[src/rtl/dbs_pkg.sv]
package dbs_pkg;
   typedef enum logic [2:0] {
      PH_IDLE    = 3'd0,
      PH_PRE     = 3'd1,
      PH_READ    = 3'd2,
      PH_RESTORE = 3'd3,
      PH_COL     = 3'd4
   } phase_t;
endpackage

[src/rtl/dbs_phase_timer.sv]
module dbs_phase_timer #(
   parameter int TW = 8
) (
   input  logic          clk,
   input  logic          rst_n,
   input  logic          load,
   input  logic [TW-1:0] load_len,
   output logic          done
);
   logic [TW-1:0] cnt_q;

   always_ff @(posedge clk) begin
      if (!rst_n)
         cnt_q <= '0;
      else if (load)
         cnt_q <= load_len - TW'(1);
      else if (cnt_q != '0)
         cnt_q <= cnt_q - TW'(1);
   end

   assign done = (cnt_q == '0);
endmodule

[src/rtl/dbs_row_buffer.sv]
module dbs_row_buffer #(
   parameter int RW = 10
) (
   input  logic          clk,
   input  logic          rst_n,
   input  logic          clr,
   input  logic          set,
   input  logic [RW-1:0] set_row,
   input  logic [RW-1:0] lookup_row,
   output logic          hit
);
   logic          open_q;
   logic [RW-1:0] row_q;

   always_ff @(posedge clk) begin
      if (!rst_n) begin
         open_q <= 1'b0;
         row_q  <= '0;
      end else if (set) begin
         open_q <= 1'b1;
         row_q  <= set_row;
      end else if (clr) begin
         open_q <= 1'b0;
      end
   end

   assign hit = open_q && (row_q == lookup_row);


   set_open_chk: assert property (@(posedge clk) disable iff (!rst_n)
      set |=> (open_q && row_q == $past(set_row)));
endmodule

[src/rtl/dbs_energy_acc.sv]
module dbs_energy_acc #(
   parameter int EW  = 32,
   parameter bit SAT = 1'b1
) (
   input  logic          clk,
   input  logic          rst_n,
   input  logic          add,
   input  logic [EW-1:0] amt,
   output logic [EW-1:0] total
);
   logic [EW-1:0] total_q;
   logic [EW-1:0] next_total;

   generate
      if (SAT) begin : g_sat
         logic [EW:0] wide_sum;
         assign wide_sum   = {1'b0, total_q} + {1'b0, amt};
         assign next_total = wide_sum[EW] ? {EW{1'b1}} : wide_sum[EW-1:0];
      end else begin : g_wrap
         assign next_total = total_q + amt;
      end
   endgenerate

   always_ff @(posedge clk) begin
      if (!rst_n)
         total_q <= '0;
      else if (add)
         total_q <= next_total;
   end

   assign total = total_q;


   idle_hold_chk: assert property (@(posedge clk) disable iff (!rst_n)
      !add |=> $stable(total));
endmodule

[src/rtl/dram_bank_seq.sv]
module dram_bank_seq
   import dbs_pkg::*;
#(
   parameter int ROWS       = 1024,
   parameter int COLS       = 2048,
   parameter int DW         = 256,
   parameter int TW         = 8,
   parameter int EW         = 32,
   parameter int ROW_ENERGY = 5,
   parameter int COL_ENERGY = 1,
   parameter bit SAT_ENERGY = 1'b1,
   localparam int GROUPS    = COLS / DW,
   localparam int RW        = $clog2(ROWS),
   localparam int CW        = (GROUPS > 1) ? $clog2(GROUPS) : 1
) (
   input  logic          clk,
   input  logic          rst_n,
   input  logic [TW-1:0] cfg_t_pre,
   input  logic [TW-1:0] cfg_t_read,
   input  logic [TW-1:0] cfg_t_restore,
   input  logic [TW-1:0] cfg_t_col,
   input  logic          req_valid,
   output logic          req_ready,
   input  logic          req_write,
   input  logic [RW-1:0] req_row,
   input  logic [CW-1:0] req_col,
   input  logic [DW-1:0] req_wdata,
   output logic          rd_valid,
   output logic [DW-1:0] rd_data,
   output logic          arr_en,
   output logic          arr_we,
   output logic [RW-1:0] arr_row,
   output logic [CW-1:0] arr_col,
   output logic [DW-1:0] arr_wdata,
   input  logic [DW-1:0] arr_rdata,
   output logic [2:0]    bank_phase,
   output logic [EW-1:0] energy
);
   localparam int NPH = 4;

   generate
      if (COLS % DW != 0 || ROWS < 2 || TW < 1) begin : g_bad_cfg
         $error("dram_bank_seq: illegal geometry or timer width");
      end
   endgenerate

   // phase lengths with zero mapped to one cycle
   logic [TW-1:0] cfg_raw [NPH];
   logic [TW-1:0] ph_len  [NPH];
   assign cfg_raw[0] = cfg_t_pre;
   assign cfg_raw[1] = cfg_t_read;
   assign cfg_raw[2] = cfg_t_restore;
   assign cfg_raw[3] = cfg_t_col;

   genvar g;
   generate
      for (g = 0; g < NPH; g++) begin : g_len
         assign ph_len[g] = (cfg_raw[g] == '0) ? TW'(1) : cfg_raw[g];
      end
   endgenerate

   phase_t        phase_q;
   logic          we_q;
   logic [RW-1:0] row_q;
   logic [CW-1:0] col_q;
   logic [DW-1:0] wdata_q;
   logic          rdv_q;
   logic [DW-1:0] rdata_q;

   logic          accept;
   logic          hit;
   logic          t_done;
   logic          t_load;
   logic [TW-1:0] t_len;

   assign req_ready = (phase_q == PH_IDLE);
   assign accept    = req_valid && req_ready;

   dbs_row_buffer #(.RW(RW)) u_rowbuf (
      .clk        (clk),
      .rst_n      (rst_n),
      .clr        (accept && !hit),
      .set        (phase_q == PH_RESTORE && t_done),
      .set_row    (row_q),
      .lookup_row (req_row),
      .hit        (hit)
   );

   always_comb begin
      t_load = 1'b0;
      t_len  = ph_len[3];
      unique case (phase_q)
         PH_IDLE: begin
            t_load = req_valid;
            t_len  = hit ? ph_len[3] : ph_len[0];
         end
         PH_PRE: begin
            t_load = t_done;
            t_len  = ph_len[1];
         end
         PH_READ: begin
            t_load = t_done;
            t_len  = ph_len[2];
         end
         PH_RESTORE: begin
            t_load = t_done;
            t_len  = ph_len[3];
         end
         default: begin
            t_load = 1'b0;
            t_len  = ph_len[3];
         end
      endcase
   end

   dbs_phase_timer #(.TW(TW)) u_timer (
      .clk      (clk),
      .rst_n    (rst_n),
      .load     (t_load),
      .load_len (t_len),
      .done     (t_done)
   );

   always_ff @(posedge clk) begin
      if (!rst_n) begin
         phase_q <= PH_IDLE;
         we_q    <= 1'b0;
         row_q   <= '0;
         col_q   <= '0;
         wdata_q <= '0;
         rdv_q   <= 1'b0;
         rdata_q <= '0;
      end else begin
         rdv_q <= 1'b0;
         unique case (phase_q)
            PH_IDLE: if (req_valid) begin
               we_q    <= req_write;
               row_q   <= req_row;
               col_q   <= req_col;
               wdata_q <= req_wdata;
               phase_q <= hit ? PH_COL : PH_PRE;
            end
            PH_PRE:     if (t_done) phase_q <= PH_READ;
            PH_READ:    if (t_done) phase_q <= PH_RESTORE;
            PH_RESTORE: if (t_done) phase_q <= PH_COL;
            PH_COL: if (t_done) begin
               phase_q <= PH_IDLE;
               if (!we_q) begin
                  rdv_q   <= 1'b1;
                  rdata_q <= arr_rdata;
               end
            end
            default: phase_q <= PH_IDLE;
         endcase
      end
   end

   dbs_energy_acc #(.EW(EW), .SAT(SAT_ENERGY)) u_energy (
      .clk   (clk),
      .rst_n (rst_n),
      .add   (accept),
      .amt   (hit ? EW'(COL_ENERGY) : EW'(ROW_ENERGY + COL_ENERGY)),
      .total (energy)
   );

   assign arr_en     = (phase_q == PH_COL);
   assign arr_we     = (phase_q == PH_COL) && we_q;
   assign arr_row    = row_q;
   assign arr_col    = col_q;
   assign arr_wdata  = wdata_q;
   assign rd_valid   = rdv_q;
   assign rd_data    = rdata_q;
   assign bank_phase = phase_q;


   pre_succ_chk: assert property (@(posedge clk) disable iff (!rst_n)
      phase_q == PH_PRE |=> (phase_q == PH_PRE || phase_q == PH_READ));

   read_succ_chk: assert property (@(posedge clk) disable iff (!rst_n)
      phase_q == PH_READ |=> (phase_q == PH_READ || phase_q == PH_RESTORE));

   restore_succ_chk: assert property (@(posedge clk) disable iff (!rst_n)
      phase_q == PH_RESTORE |=> (phase_q == PH_RESTORE || phase_q == PH_COL));

   miss_start_chk: assert property (@(posedge clk) disable iff (!rst_n)
      (accept && !hit) |=> phase_q == PH_PRE);

   hit_start_chk: assert property (@(posedge clk) disable iff (!rst_n)
      (accept && hit) |=> phase_q == PH_COL);

   busy_after_accept_chk: assert property (@(posedge clk) disable iff (!rst_n)
      accept |=> !req_ready);

   rdv_after_col_chk: assert property (@(posedge clk) disable iff (!rst_n)
      rd_valid |-> ($past(phase_q) == PH_COL && !$past(we_q)));

   we_needs_en_chk: assert property (@(posedge clk) disable iff (!rst_n)
      arr_we |-> arr_en);
endmodule

[config.mk]
export PLATFORM = sky130hd
export DESIGN_NAME = dram_bank_seq
export DESIGN_NICKNAME = d
export VERILOG_FILES = /design/src/rtl/dbs_pkg.sv /design/src/rtl/dbs_phase_timer.sv /design/src/rtl/dbs_row_buffer.sv /design/src/rtl/dbs_energy_acc.sv /design/src/rtl/dram_bank_seq.sv
export SDC_FILE = /design/constraint.sdc
export NUM_CORES = 1
export LEC_CHECK = 0
export BUFFER_PORTS_ARGS = -buffer_cell sky130_fd_sc_hd__buf_4
export CAP_MARGIN = 30
export CORE_AREA = 2 2 442 444
export DETAILED_ROUTE_END_ITERATION = 8
export DIE_AREA = 0 0 444 446
export PLACE_DENSITY = 0.35
export SYNTH_ARGS = -nofsm -noshare
export SYNTH_HDL_FRONTEND = slang
export SYNTH_HIERARCHICAL = 1
export SYNTH_SLANG_ARGS = --single-unit
[constraint.sdc]
create_clock -name clk -period 6.3 [get_ports clk]
set_input_delay 0.945 -clock clk [delete_from_list [all_inputs] [get_ports clk]]
set_output_delay 0.945 -clock clk [all_outputs]
set_load 0.1 [all_outputs]
# Yosys cells after proc, flatten, opt, wreduce, memory -nomap -nowiden
# Index checks and enable logic that the tools add are counted.
[totals]
regBits = 581
latch_bits = 0
mem_bits_rw = 0
romBits = 0
in_bits = 561
output_inout_bits = 564
elab_cells = 66
n_memories = 0
[classes]
add_sub_neg = 3
n_mul = 0
div_mod_pow = 0
magnitude_cmp = 0
n_eq_ne = 10
shifts = 0
n_mux = 21
bitwise = 1
n_reduce_logical = 20
[ops]
columns = ["cell", "count"]
rows = [
  ["8-bit 2-to-1 mux", 7],
  ["8-bit logical NOT", 5],
  ["32-bit by 3-bit adder with 33-bit output", 1],
  ["32-bit 2-to-1 mux", 1],
  ["8-bit case mux with 3 select lines", 1],
  ["3-bit 2-to-1 mux", 7],
  ["8-bit by 1-bit subtractor with 8-bit output (second input constant)", 2],
  ["3-bit case mux with 5 select lines", 1],
  ["10-bit == test", 1],
  ["2-bit != test (second input constant)", 4],
  ["8-bit nonzero test", 1],
  ["3-bit by 2-bit == test with 1-bit output (second input constant)", 2],
  ["3-bit AND reduction", 2],
  ["1-bit logical AND", 5],
  ["5-bit AND reduction", 1],
  ["2-bit nonzero test", 2],
  ["3-bit by 1-bit == test with 1-bit output (second input constant)", 1],
  ["3-bit == test (second input constant)", 1],
  ["3-bit logical NOT", 1],
  ["1-bit 2-to-1 mux", 3],
  ["3-bit OR reduction", 1],
  ["2-bit by 1-bit != test with 1-bit output (second input constant)", 1],
  ["1-bit case mux with 2 select lines", 1],
  ["2-bit AND reduction", 1],
  ["other kinds (2)", 2],
]

# Logic depth before layout (Yosys ltp)
# Gate-level depths: netlist (run 1).
[depth]
word_depth = 6
mapped_depth = 15

# Modules after synthesis
# The synthesis (run 1) kept the hierarchy.
[modules_own_cells]
columns = ["module", "n_inst", "cells_each", "area_per_inst_um2", "seq_area_each_um2"]
rows = [
  ["dram_bank_seq", 1, 2357, 19899.1, 10610.2],
  ["dbs_energy_acc", 1, 321, 2768.9, 640.6],
  ["dbs_row_buffer", 1, 49, 521.8, 220.2],
  ["dbs_phase_timer", 1, 54, 496.7, 160.2],
]

# Worst setup path after synthesis (run 1)
# No wires, ideal clock.
[synth_path]
path_kind = "in2reg"
from = "input req_row[4]"
to = "register u_energy.total_q[25] (netlist: u_energy/total[25])"
t_arrival_ns = 4.123
slack_ns = 2.045
stages = 15
n_path_buf = 1
cell_sequence = "xnor2_1 -> nand4_1 -> nor3_1 -> inv_1 -> fa_1 -> a211oi_2 -> o211ai_2 -> nand4b_1 -> and4b_4 -> o41ai_4 -> a221o_1 -> a21o_4 -> a31oi_4 -> buf_6 -> a21oi_4"
[synth_via]
elab_chain_len = 5
[synth_lines]
columns = ["item", "line", "text"]
rows = [
  ["from (decl)", "dram_bank_seq.sv:25", "input logic [RW-1:0] req_row,"],
  ["10-bit == test", "dbs_row_buffer.sv:27", "assign hit = open_q && (row_q == lookup_row);"],
  ["1-bit logical AND", "dbs_row_buffer.sv:27", ""],
  ["net hit", "dram_bank_seq.sv:71", "logic hit;"],
  ["3-bit 2-to-1 mux", "dram_bank_seq.sv:162", ".amt (hit ? EW'(COL_ENERGY) : EW'(ROW_ENERGY + COL_ENERGY)),"],
  ["32-bit by 3-bit adder with 33-bit output", "dbs_energy_acc.sv:17", "assign wide_sum = {1'b0, total_q} + {1'b0, amt};"],
  ["32-bit 2-to-1 mux", "dbs_energy_acc.sv:18", "assign next_total = wide_sum[EW] ? {EW{1'b1}} : wide_sum[EW-1:0];"],
  ["to (signal assigned)", "dbs_energy_acc.sv:28", "total_q <= next_total;"],
  ["to (decl)", "dbs_energy_acc.sv:11", "logic [EW-1:0] total_q;"],
]
# The timed path passes the listed nets, and every way through them passes these cells.
# A chain may end at the register's enable or synchronous reset.

# Worst setup path after layout (run 1)
[layout_path]
from = "input req_row[0]"
to = "register u_energy.total_q[1] (netlist: u_energy/total[1])"
# The elaborated chain is that of the path after synthesis.

==> results of run 1 <==
[routing by layer]
metal,up-vias,wire length (um),part of all wire
met5,-,240,0.0018
met2,714,64100,0.49
li1,11300,-,-
met3,196,9810,0.074
met1,11000,55000,0.42
met4,40,2820,0.021
[path summary, 6_finish.rpt]
path                                                        to  cells after the start
worst max register to register  u_energy/total[1]$_SDFFE_PN0P_                     16
worst max-delay path            u_energy/total[1]$_SDFFE_PN0P_                     17
worst min register to register     arr_wdata[110]$_SDFFE_PN0P_                      2
worst min-delay path               arr_wdata[110]$_SDFFE_PN0P_                      2
[state kept, by name, summed over array words and instances, names as in the netlist]
name             flops
we_q                 1
u_timer/cnt_q        8
rd_valid             1
u_energy/total      32
arr_wdata          256
bank_phase           3
u_rowbuf/row_q      10
rd_data            256
u_rowbuf/open_q      1
arr_row             10
arr_col              3
[cells by family after synthesis]
kind of cell	Yosys count	share of synthesized area
buf+inv	204	0.0457
fa+ha+maj	34	0.0183
other cells	1	0.000158
flops	581	0.491
xor+xnor	44	0.0163
mux	19	0.00808
simple gates	1182	0.199
compound gates	716	0.221
[metrics by stage]
step	utilization	setup slack, ns	instances	power (mW)
after global routing	0.194	1.51	6457	14.4
after global placement	0.179	0.902	6304	8.86
after CTS	0.194	1.64	6452	14.0
after floorplan	-	2.05	2809	7.50
final	0.194	1.76	6463	13.7
after detailed placement	0.179	0.936	6304	8.86
[final cells by class]
class / count / area share
clock inverters: 27 / 0.0119
clock buffers: 121 / 0.0644
well taps: 2542 / 0.0846
inverters: 9 / 0.00110
diodes: 10 / 0.000666
multi-input cells: 2024 / 0.295
repair buffers: 1149 / 0.232
flip-flops and latches: 581 / 0.309
[worst reg2reg max path: cells and delay by family, from the launching register on]
family / cells / cell delay [ns]
AO/OA/AOI/OAI: 7 / 1.49
AND/OR/NAND/NOR: 4 / 0.82
XOR/XNOR: 1 / 0.39
buffers and inverters: 3 / 0.85
flip-flops: 1 / 0.32
adder cells (fa/ha/maj): 1 / 0.51
[layout by cell type, fill, tap and decap left out, types with 3 or more instances in the layout]
cell type,n
buf_4,1140
nand2_1,1074
dfxtp_1,581
a21boi_1,419
a21boi_0,107
clkbuf_16,84
o21ai_0,61
a21oi_1,39
ha_1,33
a21oi_2,30
conb_1,29
xnor2_1,26
nor2_1,21
nor2b_1,20
clkbuf_1,19
xor2_1,18
clkbuf_8,18
mux2i_1,18
a22oi_1,16
diode_2,10
a21o_1,9
inv_1,8
nor3_1,8
nand4_1,8
clkinv_2,8
nor4_1,7
bufinv_16,7
buf_12,7
a31oi_1,5
o21a_1,5
and3_1,4
and2_1,4
nand2b_1,4
inv_16,3
clkinv_16,3
clkinvlp_4,3
and3_2,3
nand3_1,3
[report_power, final]
part           switching (mW)  internal, mW
Clock                    2.00          2.98
Sequential              0.249          3.97
Combinational            3.38          1.14
==> flow_summary.json, run 1 <==
{
  "status": "finished, final reports clean",
  "multi_input_area_um2": 11100,
  "synthArstFlopShare": 0,
  "min_from": "arr_wdata[110]$_SDFFE_PN0P_",
  "cpMostUsedCell": "buf_4",
  "rsz0062_at_grt": "false",
  "worst_ir_drop_vdd_mv": 0.193,
  "clock_latency_ns": 0.72,
  "die_x_um": 444,
  "grt_max_degree": 189,
  "synth.distinct_cells": 76,
  "synthCells": 2781,
  "cts_setup_buffers": 0,
  "rows": 162,
  "worst_slew_pin_slew_ns": 1.17,
  "slew_viol_final": 0,
  "drive_above_1_share": 0.342,
  "hold_class": "register to register",
  "met3_usage": 0.0432,
  "seqCellArea_um2": 11600,
  "wl_per_cell_um": 20.4,
  "synth_edf_count": 0,
  "worstPathCellList": "buf_4, xnor2_1, nand4_1, nor3_2, buf_4, inv_1, fa_1, a211oi_2, o211ai_2, nand4b_1, and4b_4, o41ai_4, a221o_1, a21o_4, a31oi_4, buf_4, a21oi_1",
  "grt_use_met1": 0.153,
  "setup_violations": 0,
  "cpPeakStageDelay_ns": 0.53,
  "slowest_stage": "buf_4",
  "synth.most_common_cell": "nand2_1",
  "critPathMaxFanout": 32,
  "die-area_um2": 198000,
  "power_density_nw_per_um2": 365,
  "wl_um": 132000,
  "synthTopCellsByCount": "1074 x nand2_1, 581 x dfxtp_1, 419 x a21boi_1",
  "path_buf_inv": 4,
  "vias": 23300,
  "grtUsageTotal": 0.127,
  "max_slew_margin": 0.218,
  "syn_to_final_growth_pct": 58.7,
  "clock-sinks": 581,
  "synth.avg_cell_area_um2": 8.52,
  "critPathTopFamily": "compound AO/OA/AOI/OAI gates",
  "post_cts_resized": 0,
  "p_leak_nw": 15.4,
  "placed_cell_area_um2": 34700,
  "cts_buffers": 83,
  "hold_violations": 0,
  "grt_pass1_wl_um": 181000,
  "die_y_um": 446,
  "nFillCells": 21800,
  "place_hpwl_um": 101000,
  "skew_ns": 0.0375,
  "cts_root_buf": "clkbuf_16",
  "ant_nets": 0,
  "rr_startpoint": "u_rowbuf/row_q[0]$_SDFFE_PN0P_",
  "use_met2": 0.213,
  "synth_flop_cell": "dfxtp_1",
  "ys_seq_area_frac": 0.491,
  "fin_worst_hold_slack_ns": 0.450,
  "synth_top_cell_area_share": 0.491,
  "cp-startpoint": "req_row[0]",
  "gr-max-usage-layer": "met2",
  "overflow": 0,
  "yosysWarnings": 6,
  "antenna_found_initial": 42,
  "final_area_um2": 37600,
  "path_class": "input port to register",
  "grt_pass1_vias": 22600,
  "required_ns": 6.86,
  "portBuffers": 1124,
  "end_kind": "register",
  "cts.hold.buffers_added": 0,
  "cap_violations": 0,
  "pin_count": 1125,
  "ys_ff_latch": 581,
  "drc_errors": 0,
  "finalCritPeriodShare": 0.721,
  "gp_congestion": 0.879,
  "cts_tree": "built",
  "routed_via_density": 3.60,
  "core-area_um2": 194000,
  "max_freq_mhz": 220,
  "min_period_ns": 4.54,
  "final_nets": 4443,
  "clk_pin_slew_ns": 0.06,
  "yosys-top-cells-area": "dfxtp_1 49%, nand2_1 17%, a21boi_1 13%, a21boi_0 3.4%, ha_1 1.7%",
  "start_util": 0.122,
  "setup-tns-final_ns": 0,
  "startpoint_type": "input port",
  "dr.pass1.iters": 7,
  "synth_top_area_cell": "dfxtp_1",
  "reg2reg_setup_slack_ns": 1.78,
  "cts_buffer_depth": 3,
  "critPathArrivalTime_ns": 5.10,
  "htreeDepth": 3,
  "netlist_area_um2": 23700,
  "drtIter0Drc": 1216
}
Note: power is estimated with default switching activity, not from simulation.
==> run 2, diff against run 1 <==
--- a/config.mk
+++ b/config.mk
@@ -5,11 +5,12 @@
 export SDC_FILE = /design/constraint.sdc
 export NUM_CORES = 1
 export LEC_CHECK = 0
+export ABC_AREA = 1
 export BUFFER_PORTS_ARGS = -buffer_cell sky130_fd_sc_hd__buf_4
 export CAP_MARGIN = 30
-export CORE_AREA = 2 2 442 444
+export CORE_AREA = 2 2 438 440
 export DETAILED_ROUTE_END_ITERATION = 8
-export DIE_AREA = 0 0 444 446
+export DIE_AREA = 0 0 440 442
 export PLACE_DENSITY = 0.35
 export SYNTH_ARGS = -nofsm -noshare
 export SYNTH_HDL_FRONTEND = slang
==> constraint.sdc (replaced) <==
create_clock -name clk -period 4.34 [get_ports clk]
set_input_delay 0.651 -clock clk [delete_from_list [all_inputs] [get_ports clk]]
set_output_delay 0.651 -clock clk [all_outputs]
set_load 0.1 [all_outputs]
==> run 2 against run 1 <==
Die area fell by 1.8%. Power grew 75%. Setup slack worse by 0.76 ns. Critical path depth up 5. Flip-flop and latch count is the same. Core utilization rose by 0.19 points. Synthesized cell count rose by 16%. Sequential power grew 56%. Final cell count grew 6.7%. Design area fell by 1.1%. Largest power group is now combinational cells. Highest routed layer unchanged.
==> flow_summary.json, run 2 <==
{
  "status": "finished, final reports clean",
  "yosys-top-cells-area": "dfxtp_1 50%, nand2_1 14%, nor2_1 10%, a21oi_1 6.5%, o21ai_0 4.5%",
  "syn_to_final_growth_pct": 59.9,
  "synthTopCellsByCount": "869 x nand2_1, 641 x nor2_1, 581 x dfxtp_1",
  "skew_ns": 0.0311,
  "pin_count": 1125,
  "required_ns": 4.92,
  "finalNonFillerCells": 6897,
  "max_freq_mhz": 299,
  "vias": 24800,
  "min_period_ns": 3.35,
  "clock_latency_ns": 0.70,
  "cts.hold.buffers_added": 0,
  "cts_setup_buffers": 0,
  "cts_buffers": 80,
  "netlist_area_um2": 23200,
  "synth_top_cell_area_share": 0.500,
  "grt_max_degree": 163,
  "synthArstFlopShare": 0,
  "die_x_um": 440,
  "finalWorstSetupSlack_ns": 0.994,
  "ys_seq_area_frac": 0.500,
  "grt_pass1_vias": 24200,
  "nFillCells": 21500,
  "synth_simple_gate_area_frac": 0.273,
  "synth_top_area_cell": "dfxtp_1",
  "start_util": 0.123,
  "synth.distinct_cells": 41,
  "seqCellArea_um2": 11600,
  "rsz0062_at_grt": "false",
  "cts_buffer_depth": 3,
  "synth_compound_area_frac": 0.135,
  "rows": 160,
  "synth.most_common_cell": "nand2_1",
  "final_area_um2": 37200,
  "placed_cell_area_um2": 34500,
  "final_common_cell": "buf_4",
  "synth.avg_cell_area_um2": 7.18,
  "clk_pin_slew_ns": 0.06,
  "antenna_found_initial": 33,
  "setup_violations": 0,
  "worst_ir_drop_vdd_mv": 0.307,
  "synthAdderAreaFrac": 0.0186,
  "place_hpwl_um": 98600,
  "yosysWarnings": 6,
  "core-area_um2": 190000,
  "hold_class": "input port to register",
  "ant_nets": 0,
  "final_nets": 4914,
  "routed_via_density": 3.59,
  "worst_slew_pin_slew_ns": 1.05,
  "synthMuxAreaShare": 0,
  "end_kind": "register",
  "ys_ff_latch": 581,
  "dp_slack_ns": 0.478,
  "wl_per_cell_um": 18.7,
  "cts_tree": "built",
  "die_y_um": 442,
  "htreeDepth": 3,
  "die-area_um2": 194000,
  "synth_top_family_by_area": "simple AND/OR/NAND/NOR gates",
  "synthCells": 3236,
  "cap_violations": 0,
  "cts_root_buf": "clkbuf_16",
  "gp_congestion": 0.860,
  "synth_xor_area_frac": 0.00716,
  "path_class": "register to register",
  "dr.pass1.iters": 7,
  "overflow": 0,
  "synth_edf_count": 0,
  "p_leak_nw": 16.6,
  "grtUsageTotal": 0.127,
  "hold_violations": 0,
  "setup-tns-final_ns": 0,
  "power_density_nw_per_um2": 648,
  "drive_above_1_share": 0.308,
  "multi_input_area_um2": 10200,
  "drtIter0Drc": 1331,
  "portBuffers": 1124,
  "critPathArrivalTime_ns": 3.93,
  "final_cell_mix": "1144 x buf_4, 869 x nand2_1, 641 x nor2_1",
  "wl_um": 129000,
  "fin_worst_hold_slack_ns": 0.197,
  "critPathMaxFanout": 23,
  "grt_pass1_wl_um": 180000,
  "startpoint_type": "register",
  "post_cts_resized": 0,
  "clock-sinks": 581,
  "drc_errors": 0,
  "slew_viol_final": 0,
  "synth_flop_cell": "dfxtp_1",
  "dpl.cell_count": 6748,
  "finalCritPeriodShare": 0.771,
  "max_slew_margin": 0.298
}
[run 2: cell types whose count changed after synthesis, moves of 22 or more]
cell      previous run  this run
nand3_1              3        37
o21ai_1              1        96
a21oi_2             29         2
inv_1                8       169
a21boi_1           419         0
nor2_1              21       641
nor2_2               0        22
buf_4               47         6
nand2_1           1074       869
a21oi_1             40       303
o21ai_0             61       211
a21boi_0           107         0
[run 2: layout make-up]
type                    instances  area share
diodes                          9    0.000606
inverters                     182      0.0191
multi-input cells            2317       0.274
clock buffers                 111      0.0605
flip-flops and latches        581       0.313
repair buffers               1157       0.238
well taps                    2511      0.0845
clock inverters                29      0.0105
[run 2: routing by layer]
metal,global-route usage,vias up,share of wire
li1,-,12400,-
met1,0.144,11500,0.40
met2,0.224,763,0.50
met3,0.0407,159,0.073
met4,0.0384,18,0.027
met5,0,-,0.00093
[run 2: power by group]
group	internal, mW	switching [mW]	total (mW)
Clock	3.95	2.85	6.80
Sequential	6.04	0.540	6.58
Combinational	2.43	8.28	10.7
Total	12.4	11.7	24.1
[run 2: through the flow]
step / utilization / power, mW
finish: 0.196 / 24.1
global route: 0.196 / 25.4
CTS: 0.196 / 24.5
detailed placement: 0.182 / 17.4
global placement: 0.182 / 17.4
floorplan: - / 14.5
[run 2: final timing paths]
check	cells past startpoint	from	endpoint	slack [ns]
worst min-delay path	3	arr_rdata[65]	rd_data[65]$_SDFFE_PN0P_	0.20
worst min register to register	2	arr_wdata[126]$_SDFFE_PN0P_	arr_wdata[126]$_SDFFE_PN0P_	0.46
worst max-delay path	22	u_rowbuf/row_q[2]$_SDFFE_PN0P_	u_energy/total[21]$_SDFFE_PN0P_	0.99
worst max register to register	22	u_rowbuf/row_q[2]$_SDFFE_PN0P_	u_energy/total[21]$_SDFFE_PN0P_	0.99
[run 2: logic make-up (layout without fill, tap and decap cells)]
family / count (synthesis) / after routing
other: 1 / 38
XOR/XNOR: 19 / 19
buffers and inverters: 366 / 1479
AO/OA/AOI/OAI: 620 / 620
adder cells (fa/ha/maj): 34 / 34
flip-flops: 581 / 581
AND/OR/NAND/NOR: 1615 / 1615
[run 2: worst max-delay path: stages (launching register included)]
cell and delay (ns):
dfxtp_1 0.32, inv_1 0.05, nand2_1 0.05, nand2_1 0.04, buf_4 0.16, nand2_1 0.07
nor2_1 0.04, nand2_1 0.10, buf_4 0.17, nor2_2 0.05, buf_4 0.14, ha_1 0.24
fa_1 0.47, nand3_1 0.14, nand3_2 0.09, nand2_1 0.08, nand2_2 0.08, nand2_1 0.09
nand3b_2 0.10, nand2_2 0.10, nand3_4 0.33, nor2_2 0.24, nor2_2 0.04
